===== config.mk =====
export PLATFORM = sky130hd
export DESIGN_NAME = led_sipo_latch
export DESIGN_NICKNAME = d
export VERILOG_FILES = /design/src/rtl/led_sipo_latch.sv
export SDC_FILE = /design/constraint.sdc
export NUM_CORES = 1
export LEC_CHECK = 0
export BUFFER_PORTS_ARGS = -buffer_cell sky130_fd_sc_hd__buf_2
export CAP_MARGIN = 20
export CORE_ASPECT_RATIO = 2
export CORE_MARGIN = 2
export CORE_UTILIZATION = 52
export CTS_BUF_LIST = sky130_fd_sc_hd__clkbuf_16
export DETAILED_ROUTE_END_ITERATION = 8
export PLACE_DENSITY = 0.8
export SYNTH_ARGS = -nofsm -noshare
export SYNTH_HDL_FRONTEND = slang
export SYNTH_SLANG_ARGS = --single-unit

===== constraint.sdc =====
create_clock -name clk -period 1.73 [get_ports clk]
set_input_delay 0.0865 -clock clk [delete_from_list [all_inputs] [get_ports clk]]
set_output_delay 0.0865 -clock clk [all_outputs]
set_load 0.005 [all_outputs]

===== src/rtl/led_sipo_latch.sv =====
module led_sipo_latch #(
  parameter int WIDTH       = 16,
  parameter int SYNC_STAGES = 2
) (
  input  logic             clk,
  input  logic             rst_n,
  input  logic             ser_in,
  input  logic             shift_strobe,
  input  logic             latch_strobe,
  input  logic             out_dis,
  output logic [WIDTH-1:0] pull_low,
  output logic [WIDTH-1:0] drive_en,
  output logic             cascade_out
);
  localparam int HIST = SYNC_STAGES + 1;

  logic [HIST-1:0]        shf_pipe, lat_pipe;
  logic [SYNC_STAGES-1:0] din_pipe;
  logic [WIDTH-1:0]       chain_q, hold_q;
  logic                   shift_evt, latch_evt, din_s;

  // sync history presets high so a strobe held through reset is no edge
  always_ff @(posedge clk or negedge rst_n) begin
    if (!rst_n) begin
      shf_pipe <= '1;
      lat_pipe <= '1;
      din_pipe <= '0;
    end else begin
      shf_pipe <= {shf_pipe[HIST-2:0], shift_strobe};
      lat_pipe <= {lat_pipe[HIST-2:0], latch_strobe};
      din_pipe <= {din_pipe[SYNC_STAGES-2:0], ser_in};
    end
  end

  assign shift_evt = shf_pipe[HIST-2] & ~shf_pipe[HIST-1];
  assign latch_evt = lat_pipe[HIST-2] & ~lat_pipe[HIST-1];
  assign din_s     = din_pipe[SYNC_STAGES-1];

  always_ff @(posedge clk or negedge rst_n) begin
    if (!rst_n) begin
      chain_q <= '1;
      hold_q  <= '1;
    end else begin
      if (shift_evt) chain_q <= {chain_q[WIDTH-2:0], ~din_s};
      if (latch_evt) hold_q  <= chain_q;
    end
  end

  assign pull_low    = ~hold_q;
  assign drive_en    = pull_low & {WIDTH{~out_dis & rst_n}};
  assign cascade_out = chain_q[WIDTH-1] & rst_n;

  always_comb begin
    if (rst_n === 1'b0) begin
      AST_DARK_IN_RESET: assert (drive_en == '0 && cascade_out == 1'b0);
    end
  end

  AST_SHIFT_ADVANCES: assert property (@(posedge clk) disable iff (!rst_n)
    shift_evt |=> chain_q[WIDTH-1:1] == $past(chain_q[WIDTH-2:0]));

  AST_CHAIN_HOLDS: assert property (@(posedge clk) disable iff (!rst_n)
    !shift_evt |=> $stable(chain_q));

  AST_LATCH_COPIES: assert property (@(posedge clk) disable iff (!rst_n)
    latch_evt |=> hold_q == $past(chain_q));

  AST_LATCH_HOLDS: assert property (@(posedge clk) disable iff (!rst_n)
    !latch_evt |=> $stable(pull_low));

  AST_DISABLE_FLOATS: assert property (@(posedge clk) disable iff (!rst_n)
    out_dis |-> drive_en == '0);

  AST_CASCADE_LAST: assert property (@(posedge clk) disable iff (!rst_n)
    shift_evt |=> cascade_out == $past(chain_q[WIDTH-2]));
endmodule


* After elaboration in Yosys (flattened, before gate mapping)
Cells that the tools add are included.
W data, S select, Z words.
** Operators by class
- Bitwise operators :: 10
** Operator list (number)
- $and A16 B16 Y16 :: 1
- $not A16 Y16 :: 1
- $and A1 B1 Y1 :: 4
- $not A1 Y1 :: 4
** Word-level totals
- Bits in registers :: 40
- Input bits :: 6
- Logic and storage cells :: 15
- Output and inout port bits :: 33

* Logic depth before layout (Yosys ltp)
- Word-level depth :: 3
- Mapped depth :: 4
- Mapped depth without buffers :: 2

* Worst setup path after synthesis
No wires, ideal clock.
- Path kind :: register to register
- From :: reg shf_pipe[1]
- To :: reg chain_q[1]
- Stages on the path, launching flop included :: 5
- Library setup time :: 0.082 ns
- Buffers on the path :: 2
- Setup slack :: 0.468 ns
- Required time :: 1.648 ns
- Arrival time :: 1.179 ns
- Period minus slack after synthesis :: 1.262 ns
- Path through :: dfstp_2 -> nor2b_4 -> buf_6 -> buf_12 -> mux2_4
** Between the ends
- Word-level cells in the longest chain between the ends :: 1
** RTL lines
- from (decl) :: RTL line 17 : logic [HIST-1:0] shf_pipe, lat_pipe;
- from (signal assigned) :: RTL line 29 : shf_pipe <= {shf_pipe[HIST-2:0], shift_strobe};
- $and A1 B1 Y1 :: RTL line 35 : assign shift_evt = shf_pipe[HIST-2] & ~shf_pipe[HIST-1];
- to (signal assigned) :: RTL line 44 : if (shift_evt) chain_q <= {chain_q[WIDTH-2:0], ~din_s};
- to (decl) :: RTL line 19 : logic [WIDTH-1:0] chain_q, hold_q;
Every way passes these cells.
A chain may end at the register's enable or synchronous reset.

* Final worst setup path
- From :: reg shf_pipe[1]
- To :: reg chain_q[10]
The elaborated chain is that of the path after synthesis.

==> summary.md <==
| Metric | Value |
|---|---|
| Status | `completed` |
| Initial antenna violation count | `0` |
| Synth top area share | `0.584` |
| Placed cell count | `181` |
| Max Cap Viol | `0` |
| Setup bufs post-CTS | `0` |
| Headroom to the max-slew limit | `0.545` |
| Syn Inst Count | `115` |
| Clock insertion delay at the later pin of the skew report | `0.28 ns` |
| Post-synthesis register bit count | `40` |
| First-pass GRT wire length | `4900 um` |
| IO buf count | `38` |
| Initial DRC Count | `16` |
| Comb pwr share | `0.239` |
| Routed Antenna Nets | `0` |
| Worst-path clk slew | `0.06 ns` |
| # resized after CTS | `0` |
| Die area | `3790 um2` |
| Worst slack, placed | `0.313 ns` |
| Syn_area_per_cell | `14.9 um2` |
| Distinct cell type count after synthesis | `14` |
| Max Clock Freq | `0.700 GHz` |
| Pwr/cell area | `1650 nW/um2` |
| I/O Pins | `39` |
| Global route overflow | `0` |
| CTS tree | `yes` |
| Synth top area cells | `dfstp_2, mux2_4, mux2_2` |
| Startpoint types | `flop` |
| Filler cell count | `247` |
| Flop-to-flop setup slack | `0.30 ns` |
| Antenna diode count | `0` |
| Min Hold Slack | `0.191 ns` |
| Post-Place Cell Area | `1900 um2` |
| Area leader, netlist | `dfstp_2` |
| Final worst slack | `0.301 ns` |
| RR Startpoint | `shf_pipe[1]` |
| Die extent in y | `85.1 um` |
| CP arrival | `1.63 ns` |
| Row Count | `29` |
| Clk sink count | `40` |
| Via density | `4.97` |
| Clock Path Buffers | `2` |
| Final setup skew | `0.00490 ns` |
| Switching pwr | `0.871 mW` |
| Sw Ratio | `0.255` |
| Final setup viols | `0` |
| Nets | `167` |
| Synth Warn # | `0` |
| Share of cells above drive strength 1 | `0.722` |
| CTS H-Tree Depth | `2` |
| Total Negative Setup Slacks | `0 ns` |
| Final Cell Area | `2080 um2` |
| Core Footprint | `3160 um2` |
| Sequential fraction of design power | `0.511` |
| Synth Net Count | `121` |
| Final WL | `2900 um` |
| Critical Path RT | `1.93 ns` |
| Path category of the worst min-delay check | `input port to asynchronous set/reset pin` |
| Final core occ | `0.659` |
| Critical path peak fanout | `11` |
| All-Layer GR Usage | `0.180` |
| Internal power | `2.55 mW` |
| Largest net degree at the start of global routing | `31` |
| Fin. max-slew vios | `0` |
| Final period util | `0.826` |
| Overall Power | `3.42 mW` |
| Vias in the first global route | `1019` |
| RSZ-0062 raised after global routing | `no` |
| VDD IR max | `0.00105 V` |
| CTS Buf Count | `5` |
| Crit. End Element | `flop` |
| Most frequent cells in the layout | `dfstp_2, buf_2, inv_1, mux2_4, nor2_1` |
| Post-synthesis sequential area ratio | `0.613` |
| WL per Instance | `15.0 um` |
| Via count | `960` |
| Setup CP Type | `flop to flop` |
| Hold_buf cts | `4` |
| Mapped Area | `1710 um2` |
| Part of the power in the clock network | `0.250` |
| R2R Path End | `chain_q[10]` |
| Syn-to-layout area delta | `21.7%` |
| Reg2Reg Depth | `3` |
| Die X-Extent | `44.5 um` |
| Final min period | `1.43 ns` |
| Placer Congestion | `0.742` |
| LEAKAGE | `1.01 nW` |
| Initial Utilization | `0.541` |
| Final hold violations | `0` |
| Post-route insts no fill | `193` |
| Root Buffer | `clkbuf_16` |
| Least-Margin Pin Slew | `0.683 ns` |
| Pre-antenna DRT Iters | `3` |
| DRC viols | `0` |
| Placed wire-length estimate | `2050 um` |
[cell usage after synthesis]
master    number
buf_6          2
inv_1         17
mux2_4        18
mux2i_1        2
mux2_2        12
nand2b_1       1
and2_1         1
dfstp_2       38
buf_12         2
clkbuf_1       1
buf_2          1
nor2_1        16
nor2b_4        2
dfrtp_1        2
[layout make-up]
cell class / instances / area, um2 / share of cell area
clock buffers: 5 / 125 / 0.0602
clock inverters: 3 / 12.5 / 0.00602
inverters: 17 / 63.8 / 0.0307
multi-input cells: 52 / 526 / 0.253
flip-flops and latches: 40 / 1050 / 0.504
well taps: 31 / 38.8 / 0.0187
repair buffers: 45 / 265 / 0.128
[kinds of logic after synthesis]
| logic type | share of synthesized area |
|---|---|
| DFF | 0.613 |
| muxes | 0.249 |
| buffers and inverters | 0.0791 |
| and+or+nand+nor | 0.0586 |
[worst max-delay path: stages, from the launching register on]
cell and delay [ns]:
dfstp_2 0.53, nor2b_4 0.30, buf_12 0.18, mux2_2 0.34
[sequential cells by signal (all words and copies together), names as in the netlist]
| name | count |
|---|---|
| chain_q | 16 |
| din_pipe | 2 |
| hold_q | 16 |
| lat_pipe | 3 |
| shf_pipe | 3 |
[power groups by stage]
stage,clock network (mW),logic (mW),registers [mW]
6_report,0.856,0.818,1.75
5_1_grt,0.908,0.907,1.80
4_1_cts,0.870,0.832,1.76
3_5_place_dp,0,0.817,1.77
3_3_place_gp,0,0.792,1.73
2_1_floorplan,0,0.569,1.66
[routing by layer]
| metal | global-route usage | wire length, um | up-vias |
|---|---|---|---|
| met5 | 0 | 0 | - |
| met4 | 0.0937 | 75 | 0 |
| met3 | 0.0574 | 138 | 9 |
| met1 | 0.204 | 1150 | 471 |
| li1 | - | - | 451 |
| met2 | 0.291 | 1540 | 29 |
[worst max-delay path by stage]
stage | startpoint | to | slack, ns | depth (start not counted)
after floorplan | shf_pipe[1] | chain_q[1] | 0.47 | 4
after global placement | shf_pipe[1] | chain_q[14] | 0.37 | 3
after detailed placement | shf_pipe[1] | chain_q[11] | 0.31 | 3
after CTS | shf_pipe[1] | chain_q[15] | 0.30 | 3
after global routing | shf_pipe[1] | chain_q[12] | 0.26 | 3
final | shf_pipe[1] | chain_q[10] | 0.30 | 3
Note: power is estimated with default switching activity, not from simulation.
